[config.mk]
export PLATFORM = sky130hd
export DESIGN_NAME = vsync_detector
export DESIGN_NICKNAME = d
export VERILOG_FILES = /design/src/rtl/vsd_pkg.sv /design/src/rtl/vsd_edge.sv /design/src/rtl/vsd_integrator.sv /design/src/rtl/vsd_vctrl.sv /design/src/rtl/vsd_nosync.sv /design/src/rtl/vsync_detector.sv
export SDC_FILE = /design/constraint.sdc
export NUM_CORES = 1
export LEC_CHECK = 0
export ABC_AREA = 1
export BUFFER_PORTS_ARGS = -buffer_cell sky130_fd_sc_hd__buf_4
export CAP_MARGIN = 20
export CORE_MARGIN = 5
export CORE_UTILIZATION = 45
export CTS_BUF_LIST = sky130_fd_sc_hd__clkbuf_4 sky130_fd_sc_hd__clkbuf_8
export DETAILED_ROUTE_END_ITERATION = 16
export SLEW_MARGIN = 20
export SYNTH_ARGS = -nofsm -noshare
export SYNTH_HDL_FRONTEND = slang
export SYNTH_HIERARCHICAL = 1
export SYNTH_SLANG_ARGS = --single-unit
[constraint.sdc]
create_clock -name clk -period 7.6 [get_ports clk]
set_input_delay 0.38 -clock clk [delete_from_list [all_inputs] [get_ports clk]]
set_output_delay 0.38 -clock clk [all_outputs]
set_load 0.05 [all_outputs]
[src/rtl/vsd_pkg.sv]
package vsd_pkg;

  // Sampled view of the sync line for one cycle
  typedef struct packed {
    logic low;   // sync is low in this cycle
    logic fall;  // first low cycle of a pulse
    logic rise;  // first high cycle after a pulse
  } sync_ev_t;

  // Add delta to val and clamp the result to the range [0, ceil_v]
  function automatic int sat_step(input int val, input int delta, input int ceil_v);
    int r;
    r = val + delta;
    if (r < 0) r = 0;
    else if (r > ceil_v) r = ceil_v;
    return r;
  endfunction

  // Signed change applied to the integrator in one cycle
  function automatic int integ_delta(input logic is_low, input int disch);
    return is_low ? 1 : -disch;
  endfunction

  // Whether an integrator level has crossed the qualification point
  function automatic logic level_qualifies(input int level, input int thresh);
    return level >= thresh;
  endfunction

endpackage

[src/rtl/vsd_edge.sv]
module vsd_edge
  import vsd_pkg::*;
(
  input  logic     clk,
  input  logic     rst_n,
  input  logic     csync_n,
  output sync_ev_t ev
);

  logic prev_q;

  // The idle level of the sync line is high
  always_ff @(posedge clk or negedge rst_n) begin
    if (!rst_n) prev_q <= 1'b1;
    else        prev_q <= csync_n;
  end

  always_comb begin
    ev.low  = ~csync_n;
    ev.fall =  prev_q & ~csync_n;
    ev.rise = ~prev_q &  csync_n;
  end

endmodule

[src/rtl/vsd_integrator.sv]
module vsd_integrator
  import vsd_pkg::*;
#(
  parameter int INTEG_MAX  = 732,
  parameter int THRESH     = 366,
  parameter int DISCH_STEP = 6,
  localparam int IW = $clog2(INTEG_MAX + 1)
) (
  input  logic          clk,
  input  logic          rst_n,
  input  sync_ev_t      ev,
  output logic [IW-1:0] integ_q,
  output logic          vflag_now,
  output logic          detect_new,
  output logic          pulse_hit_end,
  output logic          pulse_miss_end
);

  logic [IW-1:0] integ_nxt;
  logic          reach;
  logic          hit_q;
  logic          vflag_q;

  always_comb begin
    integ_nxt = IW'(sat_step(int'(integ_q), integ_delta(ev.low, DISCH_STEP), INTEG_MAX));
    reach     = ev.low & level_qualifies(int'(integ_nxt), THRESH);
  end

  always_ff @(posedge clk or negedge rst_n) begin
    if (!rst_n) integ_q <= '0;
    else        integ_q <= integ_nxt;
  end

  // hit_q records whether the current or most recent pulse qualified
  always_ff @(posedge clk or negedge rst_n) begin
    if (!rst_n)       hit_q <= 1'b0;
    else if (ev.fall) hit_q <= reach;
    else if (ev.low)  hit_q <= hit_q | reach;
  end

  // The flag sets on qualification and clears when a pulse ends unqualified
  always_ff @(posedge clk or negedge rst_n) begin
    if (!rst_n)              vflag_q <= 1'b0;
    else if (reach)          vflag_q <= 1'b1;
    else if (pulse_miss_end) vflag_q <= 1'b0;
  end

  always_comb begin
    vflag_now      = vflag_q | reach;
    detect_new     = reach & ~vflag_q;
    pulse_hit_end  = ev.rise &  hit_q;
    pulse_miss_end = ev.rise & ~hit_q;
  end

endmodule

[src/rtl/vsd_vctrl.sv]
module vsd_vctrl
  import vsd_pkg::*;
#(
  parameter int DFLT_START  = 1755,
  parameter int POST_EQ_END = 2,
  localparam int RW = $clog2(DFLT_START + 1),
  localparam int PW = $clog2(POST_EQ_END + 1)
) (
  input  logic          clk,
  input  logic          rst_n,
  input  sync_ev_t      ev,
  input  logic          vflag_now,
  input  logic          detect_new,
  input  logic          pulse_hit_end,
  input  logic          pulse_miss_end,
  output logic          vact_q,
  output logic [PW-1:0] pe_q,
  output logic          start_serr,
  output logic          start_dflt,
  output logic          end_evt
);

  logic [RW-1:0] run_q;
  logic [RW-1:0] run_nxt;

  // Length of the current low run, saturating at DFLT_START
  always_comb begin
    if (!ev.low)     run_nxt = '0;
    else if (ev.fall) run_nxt = RW'(1);
    else             run_nxt = RW'(sat_step(int'(run_q), 1, DFLT_START));
  end

  always_ff @(posedge clk or negedge rst_n) begin
    if (!rst_n) run_q <= '0;
    else        run_q <= run_nxt;
  end

  assign start_serr = pulse_hit_end & ~vact_q;
  assign start_dflt = ev.low & vflag_now & ~vact_q & (int'(run_nxt) == DFLT_START);

  // Counter for non-qualifying pulses that end the vertical pulse
  if (POST_EQ_END > 1) begin : g_pe_count
    assign end_evt = vact_q & pulse_miss_end & (int'(pe_q) == POST_EQ_END - 1);
    always_ff @(posedge clk or negedge rst_n) begin
      if (!rst_n)                       pe_q <= '0;
      else if (detect_new)              pe_q <= '0;
      else if (end_evt)                 pe_q <= '0;
      else if (vact_q & pulse_miss_end) pe_q <= PW'(int'(pe_q) + 1);
    end
  end else begin : g_pe_single
    assign end_evt = vact_q & pulse_miss_end;
    assign pe_q    = '0;
  end

  always_ff @(posedge clk or negedge rst_n) begin
    if (!rst_n)                        vact_q <= 1'b0;
    else if (start_serr | start_dflt)  vact_q <= 1'b1;
    else if (end_evt)                  vact_q <= 1'b0;
  end

endmodule

[src/rtl/vsd_nosync.sv]
module vsd_nosync
  import vsd_pkg::*;
#(
  parameter int NOSYNC_CYC = 2565,
  localparam int NW = $clog2(NOSYNC_CYC + 1)
) (
  input  logic     clk,
  input  logic     rst_n,
  input  sync_ev_t ev,
  output logic     nosync_q
);

  logic [NW-1:0] quiet_q;
  logic [NW-1:0] quiet_nxt;

  // Consecutive high cycles, cleared by any low sample
  always_comb begin
    if (ev.low) quiet_nxt = '0;
    else        quiet_nxt = NW'(sat_step(int'(quiet_q), 1, NOSYNC_CYC));
  end

  always_ff @(posedge clk or negedge rst_n) begin
    if (!rst_n) begin
      quiet_q  <= '0;
      nosync_q <= 1'b0;
    end else begin
      quiet_q  <= quiet_nxt;
      nosync_q <= (int'(quiet_nxt) >= NOSYNC_CYC);
    end
  end

endmodule

[src/rtl/vsync_detector.sv]
module vsync_detector
  import vsd_pkg::*;
#(
  parameter int INTEG_MAX   = 732,
  parameter int THRESH      = 366,
  parameter int DISCH_STEP  = 6,
  parameter int DFLT_START  = 1755,
  parameter int NOSYNC_CYC  = 2565,
  parameter int POST_EQ_END = 2,
  localparam int IW = $clog2(INTEG_MAX + 1),
  localparam int PW = $clog2(POST_EQ_END + 1)
) (
  input  logic clk,
  input  logic rst_n,
  input  logic csync_n,
  output logic vsync_n,
  output logic nosync
);

  sync_ev_t      ev;
  logic [IW-1:0] integ_lvl;
  logic          vflag_now;
  logic          detect_new;
  logic          pulse_hit_end;
  logic          pulse_miss_end;
  logic          vact;
  logic [PW-1:0] pe_cnt;
  logic          start_serr;
  logic          start_dflt;
  logic          end_evt;

  vsd_edge u_edge (
    .clk     (clk),
    .rst_n   (rst_n),
    .csync_n (csync_n),
    .ev      (ev)
  );

  vsd_integrator #(
    .INTEG_MAX  (INTEG_MAX),
    .THRESH     (THRESH),
    .DISCH_STEP (DISCH_STEP)
  ) u_integ (
    .clk            (clk),
    .rst_n          (rst_n),
    .ev             (ev),
    .integ_q        (integ_lvl),
    .vflag_now      (vflag_now),
    .detect_new     (detect_new),
    .pulse_hit_end  (pulse_hit_end),
    .pulse_miss_end (pulse_miss_end)
  );

  vsd_vctrl #(
    .DFLT_START  (DFLT_START),
    .POST_EQ_END (POST_EQ_END)
  ) u_vctrl (
    .clk            (clk),
    .rst_n          (rst_n),
    .ev             (ev),
    .vflag_now      (vflag_now),
    .detect_new     (detect_new),
    .pulse_hit_end  (pulse_hit_end),
    .pulse_miss_end (pulse_miss_end),
    .vact_q         (vact),
    .pe_q           (pe_cnt),
    .start_serr     (start_serr),
    .start_dflt     (start_dflt),
    .end_evt        (end_evt)
  );

  vsd_nosync #(
    .NOSYNC_CYC (NOSYNC_CYC)
  ) u_nosync (
    .clk      (clk),
    .rst_n    (rst_n),
    .ev       (ev),
    .nosync_q (nosync)
  );

  assign vsync_n = ~vact;

endmodule

-- Yosys cells after proc, flatten, opt, wreduce, memory -nomap -nowiden
Index checks and enable logic that the tools add are counted.
- register bits: 40
- input port bits: 3
- output and inout bits: 2
- logic and storage cells: 66
- $add $sub $neg: 4
- magnitude comparators: 8
- eq/ne operators: 3
- mux-type cells: 19
- bitwise logic cells: 20
- reduce and logical (&&, ||, !) cells: 3
- operators by type and width (cell ; count):
    2-to-1 mux 11 bit ; 4
    2-to-1 mux 12 bit ; 3
    adder 11 x 32 -> 32 bit ; 1
    > comparator 32 x 11 -> 1 bit (second input constant) ; 1
    less-than comparator 32 x 1 -> 1 bit (second input constant) ; 1
    2-to-1 mux 32 bit ; 1
    2-to-1 mux 10 bit ; 2
    adder 12 x 1 -> 13 bit (second input constant) ; 1
    > comparator 13 x 12 -> 1 bit (second input constant) ; 1
    less-than comparator 13 x 1 -> 1 bit (second input constant) ; 1
    adder 11 x 1 -> 12 bit (second input constant) ; 1
    AND 1 bit ; 12
    greater-or-equal comparator 12 bit (second input constant) ; 1
    > comparator 12 x 11 -> 1 bit (second input constant) ; 1
    less-than comparator 12 x 1 -> 1 bit (second input constant) ; 1
    == test 11 x 10 -> 1 bit (second input constant) ; 1
    greater-or-equal comparator 10 x 9 -> 1 bit (second input constant) ; 1
    2-to-1 mux 1 bit ; 6
    2-to-1 mux 2 bit ; 3
    NOT 1 bit ; 5
    nonzero test 2 bit ; 2
    bitwise OR 1 bit ; 3
    nonzero test 3 bit ; 1
    adder 2 x 1 -> 2 bit (second input constant) ; 1
    2 further kinds ; 2

-- Depth between registers and ports, before layout
Gate-level depths: netlist (run 1).
- word-level depth: 13
- mapped depth: 33
- gate-level depth less buffers: 33

-- Modules after synthesis
The synthesis (run 1) kept the hierarchy.
- modules (own cells, without submodules) (module ; instances ; cells each ; area an instance (um2) ; seq. area each (um2)):
    vsd_integrator ; 1 ; 221 ; 1351.3 ; 300.3
    vsd_nosync ; 1 ; 139 ; 934.6 ; 325.3
    vsd_vctrl ; 1 ; 125 ; 893.4 ; 350.3
    vsd_edge ; 1 ; 5 ; 43.8 ; 26.3
    vsync_detector ; 1 ; 1 ; 3.8 ; 0.0

-- Least setup slack after synthesis (run 1)
Ideal clock, no wire load.
- path kind: input to register
- start: input port csync_n
- end: register u_vctrl.vact_q
- setup time: 0.065 ns
- arrival: 3.451 ns
- data required time: 7.535 ns
- setup slack: 4.084 ns
- stages: 33
- buffers on the path: 0
- path through: inv_2 > inv_1 > ha_1 > nand2_1 > nor2_1 > nand2_1 > nand2_2 > nand2_1 > nand2_2 > inv_1 > ha_1 > nand2_1 > nor2_1 > nand3_1 > nor3_1 > nand3_1 > nor2_1 > nand2_1 > nor2_1 > nand2_1 > nand2_4 > inv_4 > nor2_4 > nand2_1 > nand2_1 > nand2_2 > nand2_1 > nand3_1 > nor2_1 > nand2_1 > inv_1 > nand2_1 > nand2_1
- word-level cells in the longest chain between the ends: 13
- elaborated cells on any way between the ends: 26
- those cells by class: 1 x add/sub; 3 x order compare; 1 x eq/ne; 6 x mux; 14 x bitwise; 1 x reduce/logical
- RTL lines (element ; line ; source):
    start, declared ; vsync_detector.sv:15 ; input logic csync_n,
    2-to-1 mux 32 bit * ; vsd_pkg.sv:21 ; return is_low ? 1 : -disch;
    adder 11 x 32 -> 32 bit * ; vsd_pkg.sv:13 ; r = val + delta;
    > comparator 32 x 11 -> 1 bit ; vsd_pkg.sv:15 ; else if (r > ceil_v) r = ceil_v;
    2-to-1 mux 10 bit ; vsd_pkg.sv:15 ;
    2-to-1 mux 10 bit * ; vsd_pkg.sv:14 ; if (r < 0) r = 0;
    net u_integ.integ_nxt[8] ; vsd_integrator.sv:19 ; logic [IW-1:0] integ_nxt;
    greater-or-equal comparator 10 x 9 -> 1 bit * ; vsd_pkg.sv:26 ; return level >= thresh;
    AND 1 bit * ; vsd_integrator.sv:26 ; reach = ev.low & level_qualifies(int'(integ_nxt), THRESH);
    bitwise OR 1 bit * ; vsd_integrator.sv:49 ; vflag_now = vflag_q | reach;
    net vflag_now ; vsync_detector.sv:22 ; logic vflag_now;
    AND 1 bit * (3 in series) ; vsd_vctrl.sv:39 ; assign start_dflt = ev.low & vflag_now & ~vact_q & (int'(run_nxt) == DFLT_START);
    bitwise OR 1 bit * ; vsd_vctrl.sv:57 ; else if (start_serr | start_dflt) vact_q <= 1'b1;
    2-to-1 mux 1 bit / nonzero test 2 bit (equally long branches) ; -- ;
    end signal, assigned ; vsd_vctrl.sv:56 ; if (!rst_n) vact_q <= 1'b0;
    end signal, assigned ; vsd_vctrl.sv:57 ;
    end signal, assigned ; vsd_vctrl.sv:58 ; else if (end_evt) vact_q <= 1'b0;
    end, declared ; vsd_vctrl.sv:16 ; output logic vact_q,
Mark *: on every way through the listed nets, which the timed path passes. The rest lies on a longest branch.
A chain may end at the register's enable or synchronous reset.

==> metrics.md, run 1 <==
| Metric | Value |
|---|---|
| Final wirelength | 6610 µm |
| Worst Path Required | 7840 ps |
| Crit end category | register |
| Reg clk slew, reported paths | 90 ps |
| CTS tree | done |
| MaxCap Viol Count | 0 |
| Clk buf depth | 2 |
| PD cells | 156 mW/mm² |
| CTS hold repair buffers | 0 |
| Worst-margin pin slew | 791 ps |
| Outcome | complete, no violations |
| Crit-path max FO | 22 |
| P_leak | 1.93 nW |
| Ys Warns | 6 |
| Max-slew violation count | 0 |
| Hold violation count in the final report | 0 |
| Slew headroom | 47.2% |
| Worst Path Buf+Inv | 6 |
| First-pass GRT wire length | 11600 µm |
| Cells on worst reg2reg path | 29 |
| Mapped Nets | 516 |
| TNS Setup | 0 ps |
| Pre-antenna DRT Iters | 4 |
| Worst min path class | in2async |
| Total CTS buffers | 5 |
| Reg2Reg Setup Slack | 4280 ps |
| Top cell by count, worst path | nand2_1 |
| Setup CP Type | in2reg |
| Fillcell total | 720 |
| Worst clock skew | 5.87 ps |
| CTS H-tree lvls | 2 |
| Total grt overflow | 0 |
| Vias in the first global route | 2625 |
| Core area | between 0.006 and 0.007 mm² |
| Crit-path slowest cell | ha_1 |
| Vias post-DR | 2836 |
| RSZ-0062 raised after global routing | false |
| Starting density of the core | 46.9% |
| Layout cell share with drive strength beyond 1 | 11.8% |
| Int Pwr | roughly 0.00037 W |
| Antenna cells | 0 |
| Syn avg cell area | 6.58 µm² |
| Crit path DAT | 4150 ps |
| Syn Std Cell Area | 0.00322 mm² |
| I/O Pins | 5 |
| Detailed Place HPWL | ~5200 µm |
| RD Place Congestion | 0.861 |
| First DRT Iteration DRCs | 101 |
| Switching Fraction | 32.5% |
| Clock root cell | clkbuf_8 |
| Die width | 94.6 µm |
| Setup-failing EPs final | 0 |
| CP peak stage delay | 530 ps |
| Total die area | 0.00895 mm² |
| RR Startpoint | u_integ/integ_q[7]$_DFF_PN0_ |
| Post-DRT Antenna Nets | 0 |
| Switching power | 0.000176 W |
| Non-filler instance count after layout | 595 |
| Largest net degree at the start of global routing | 41 |
| DR DRC count | 0 |
| Clock latency on the worst-skew pair | 290 ps |
| CTS Sinks | 40 |
| DR vias/cell | about 4.8 |
| FMAX | 255 MHz |
| Row cnt | 30 |
| Global Route Usage Sum | around 16% |
| PortBufs | 4 |
| Tmin final | just under 4000 ps |
| Post-Place Cells | 587 |
| Antenna violations before repair | 0 |
| Clk network pwr share | 33.1% |
| Nets@finish | 524 |
| Chip height | roughly 95 µm |
| Total power | 0.000541 W |
| Critical path's top delay family | simple AND/OR/NAND/NOR gates |
| Reg power frac | 43.8% |
| Layout overhead on the synthesized area | 7.73% |
| Setup repair bufs after CTS | 0 |
| Cells after Synth | 490 |
| CP startpoint kind | input pin |
| Comb pwr share | 23.1% |
| Period utilization | approximately 52% |
| Max rail drop VDD | 0.000116 V |
| WL per Instance | 11.1 µm |
| Post-CTS Resized | 0 |
| Worst flop-to-flop path endpoint | u_vctrl/vact_q$_DFFE_PN0P_ |
-- registers in the layout, summed over array words and instances, names as in the netlist --
signal / flops
u_nosync/quiet_q: 12
u_vctrl/run_q: 11
u_integ/integ_q: 10
u_vctrl/pe_q: 2
u_edge/prev_q: 1
u_integ/hit_q: 1
u_integ/vflag_q: 1
u_nosync/nosync_q: 1
u_vctrl/vact_q: 1
-- through the flow --
stage / util (%) / hold slack (ps) / setup slack [ps] / cell area [µm²]
after floorplan: - / 84.4 / 4100 / 3220
after global placement: 48.9 / 400 / 3480 / 3360
after detailed placement: 48.9 / 400 / 3370 / 3360
after CTS: 50.5 / 74.9 / 3700 / 3470
after global routing: 50.5 / 96.4 / 3270 / 3470
final: 50.5 / 49.5 / 3680 / 3470
-- area by class of cell --
type / count / area, µm² / area share [%]
multi-input cells: 359 / 1870 / 53.9
inverters: 88 / 333 / 9.59
well taps: 96 / 120 / 3.46
clock buffers: 5 / 68.8 / 1.98
repair buffers: 4 / 30.0 / 0.865
clock inverters: 3 / 46.3 / 1.33
flip-flops and latches: 40 / 1000 / 28.9
-- worst register-to-register path, delay by kind of cell (launching register included) --
| kind | cells | cell delay, ps |
|---|---|---|
| buffers and inverters | 2 | 100 |
| AND/OR/NAND/NOR | 25 | 2150 |
| flip-flops | 1 | 400 |
| adder cells (fa/ha/maj) | 2 | 630 |
-- power by group through the flow --
stage / Clock, W / Combinational [W] / Sequential (W)
CTS: 0.000186 / 0.000126 / 0.000237
finish: 0.000179 / 0.000125 / 0.000237
floorplan: 0 / 0.0000964 / 0.000237
detailed placement: 0 / 0.000126 / 0.000241
global placement: 0 / 0.000125 / 0.000241
global route: 0.000195 / 0.000145 / 0.000239
-- cell usage in the layout, fill, tap and decap left out, types with 2 or more instances in the layout --
cell type    n
nor2_2      10
a21oi_1     12
nand4_1      5
nand2_2     19
nor3b_1      2
nand2_4      3
nand3_1     43
inv_1       83
buf_4        4
xor2_1       3
nand2_1    152
o21bai_1     5
a31oi_1      2
nand3b_1     3
dfrtp_1     39
ha_1        22
clkbuf_8     5
inv_2        4
o21ai_0      4
nor3_1       5
nor2_4       6
nor2_1      56
-- metal layers --
metal  vias to the layer above  track usage, %  part of all wire [%]
met5                         -               0                     0
met4                         0            3.97                  0.95
met3                         4            2.95                   3.1
met2                        35            28.0                    48
met1                      1277            21.2                    48
li1                       1520               -                     -
-- worst max path at each step --
stage	start	end	slack, ps	cells past startpoint
after floorplan	csync_n	u_vctrl/vact_q$_DFFE_PN0P_	4100	33
after global placement	csync_n	u_vctrl/vact_q$_DFFE_PN0P_	3480	34
after detailed placement	csync_n	u_vctrl/vact_q$_DFFE_PN0P_	3370	34
after CTS	csync_n	u_vctrl/vact_q$_DFFE_PN0P_	3700	34
after global routing	csync_n	u_vctrl/vact_q$_DFFE_PN0P_	3270	29
final	csync_n	u_vctrl/vact_q$_DFFE_PN0P_	3680	34
Power figures use the tool's default switching activity.
==> inputs of run 2 (changes only) <==
==> constraint.sdc (replaced) <==
create_clock -name clk -period 3.1 [get_ports clk]
set_input_delay 0.155 -clock clk [delete_from_list [all_inputs] [get_ports clk]]
set_output_delay 0.155 -clock clk [all_outputs]
set_load 0.05 [all_outputs]
==> run 2 against run 1 <==
The flow now finishes with violations (setup timing); combinational power grew to 3.8 times the previous value; first-iteration DRC count up 90%; clock-buffer cell count is the same; critical path type is now reg2reg; hold slack improved by 13 ps; die area unchanged; utilization rose by 12 points; register-to-register slack worse by 4600 ps; worst setup slack got worse by 4000 ps; non-clock buffer count rose by 67; via count is 16% higher.
==> metrics.md, run 2 (synthesis gave the netlist of run 1 again) <==
| Metric | Value |
|---|---|
| DR DRC count | 0 (unchanged) |
| Worst Path Required | 3350 ps (-4490 ps) |
| CTS Sinks | 40 (unchanged) |
| Tmin final | 3450 ps |
| Vias in the first global route | 3111 (+19%) |
| Post-Place Cells | 624 (+6.3%) |
| CP peak stage delay | 410 ps (-120 ps) |
| Comb pwr share | 31.5% (+8.4 points) |
| RSZ-0062 raised after global routing | true |
| Switching Fraction | 34.7% (+2.2 points) |
| Clk network pwr share | 30.2% (-2.9 points) |
| Reg power frac | 38.3% (-5.5 points) |
| Crit end category | register |
| Non-filler instance count after layout | 662 (+11%) |
| Starting density of the core | 46.9% (unchanged) |
| CTS tree | done |
| Commonest non-fill, non-tap cell in the layout | nand2_1 |
| Biggest register | u_nosync/quiet_q |
| Chip height | 94.6 µm (unchanged) |
| Commonest cells after routing, fill and taps aside | nand2_1 (126), inv_1 (75), buf_4 (70) |
| Clk buf depth | 2 (unchanged) |
| Max reg flops | 12 (unchanged) |
| Total CTS buffers | 5 (unchanged) |
| Outcome | finished with violations |
| WL per Instance | 13.2 µm (+19%) |
| Global Route Usage Sum | 19.5% (+3.1 points) |
| PD cells | 355 mW/mm² (+130%) |
| Crit-path max FO | 5 (-77%) |
| FMAX | 290 MHz |
| Row cnt | 30 (unchanged) |
| Period utilization | 111% |
| Max-slew violation count | 0 (unchanged) |
| Setup-failing EPs final | 5 (+5) |
| Pre-antenna DRT Iters | 5 (+1) |
| TNS Setup | -1260 ps (-1260 ps) |
| Final Util | 62.6% (+12 points) |
| Worst clock skew | 6.21 ps (+0.339 ps) |
| Crit-path slowest cell | dfrtp_1 |
| Top cell by count, worst path | nand2_2 |
| Detailed Place HPWL | 5410 µm (+3.2%) |
| P_leak | 2.27 nW (+18%) |
| First-pass GRT wire length | 13800 µm (+19%) |
| RD Place Congestion | 0.847 (-1.6%) |
| Final wirelength | 8730 µm (+32%) |
| Crit path DAT | 3700 ps (-450 ps) |
| Hold violation count in the final report | 0 (unchanged) |
| Antenna cells | 0 (unchanged) |
| Switching power | 0.000530 W (+200%) |
| Post-DRT Antenna Nets | 0 (unchanged) |
| Layout overhead on the synthesized area | 33.4% |
| MaxCap Viol Count | 0 (unchanged) |
| Antenna violations before repair | 0 (unchanged) |
| Clock root cell | clkbuf_8 |
| Clock latency on the worst-skew pair | 310 ps (+20 ps) |
| Worst setup margin | -346 ps (-4030 ps) |
| CP startpoint kind | register |
| PortBufs | 4 (unchanged) |
| Total die area | 0.00895 mm² (unchanged) |
| First DRT Iteration DRCs | 192 (+90%) |
| Reg clk slew, reported paths | 90 ps (about the same) |
| Setup CP Type | reg2reg |
| Slew headroom | 64.3% (+17 points) |
| Core area | 0.00687 mm² (unchanged) |
| Worst min path class | in2reg |
| Int Pwr | 0.000997 W (+170%) |
| Worst-margin pin slew | 535 ps (-256 ps) |
| Violated checks | setup timing |
| Leading registers by flop count | u_nosync/quiet_q x12, u_vctrl/run_q x11, u_integ/integ_q x10 |
| Die width | 94.6 µm (unchanged) |
| Largest net degree at the start of global routing | 41 (unchanged) |
| Total grt overflow | 0 (unchanged) |
| I/O Pins | 5 (unchanged) |
| CTS H-tree lvls | 2 (unchanged) |
| Post-place setup slack | -416 ps (-3790 ps) |
| Vias post-DR | 3279 (+16%) |
| DR vias/cell | 4.95 (+3.9%) |
| Nets@finish | 591 (+13%) |
| Hold WS | 63.0 ps (+13.4 ps) |
| Max rail drop VDD | 0.000276 V (+140%) |
| Layout cell share with drive strength beyond 1 | 33.6% (+22 points) |
-- run 2: cell type report --
| class | instances | area, µm² |
|---|---|---|
| fill | 583 | 2570 |
| multi-input combinational | 359 | 2190 |
| sequential | 40 | 1000 |
| timing repair buffer | 71 | 536 |
| inverter | 88 | 339 |
| tap | 96 | 120 |
| clock buffer | 5 | 68.8 |
| clock inverter | 3 | 46.3 |
-- run 2: power by group through the flow --
stage / Sequential (W) / Clock [W] / Combinational [W]
floorplan: 0.000581 / 0 / 0.000236
global placement: 0.000591 / 0 / 0.000357
detailed placement: 0.000592 / 0 / 0.000362
CTS: 0.000584 / 0.000474 / 0.000409
global route: 0.000590 / 0.000496 / 0.000533
finish: 0.000585 / 0.000461 / 0.000481
-- run 2: worst max-delay path, delay by kind of cell, from the launching register on --
kind	cells	cell delay (ps)
buf+inv	2	100
fa+ha+maj	2	570
flops	1	410
simple gates	27	2320
-- run 2: worst paths after layout --
| kind | start | end | slack (ps) | depth (start not counted) |
|---|---|---|---|---|
| worst max-delay path | u_integ/integ_q[3]$_DFF_PN0_ | u_vctrl/vact_q$_DFFE_PN0P_ | -350 | 31 |
| worst min-delay path | csync_n | u_edge/prev_q$_DFF_PN1_ | 60 | 2 |
| worst max register to register | u_integ/integ_q[3]$_DFF_PN0_ | u_vctrl/vact_q$_DFFE_PN0P_ | -350 | 31 |
| worst min register to register | u_vctrl/pe_q[1]$_DFFE_PN0P_ | u_vctrl/pe_q[1]$_DFFE_PN0P_ | 500 | 2 |
| max in group asynchronous | rst_n | u_vctrl/run_q[1]$_DFF_PN0_ | 2360 | 2 |
| min in group asynchronous | rst_n | u_integ/integ_q[9]$_DFF_PN0_ | 350 | 2 |
-- run 2: timing repair --
action	4_1_cts	5_1_grt
gates resized for setup	26	49
setup endpoints to repair	3	10
hold buffers	1	0
buffers inserted	22	9
endpoints found under the hold margin	39	0
pin swaps	7	37
-- run 2: routing by layer --
layer | track usage [%] | share of wire (%)
met5 | 0 | 0
met4 | 8.65 | 4.3
met3 | 3.11 | 4.3
met2 | 32.2 | 48
met1 | 24.9 | 43
-- run 2: per-stage QoR --
stage	total power [W]	cell area, µm²
after floorplan	0.000817	3220
after global routing	0.00162	4300
final	0.00153	4300
after global placement	0.000948	3630
after CTS	0.00147	4090
after detailed placement	0.000953	3630
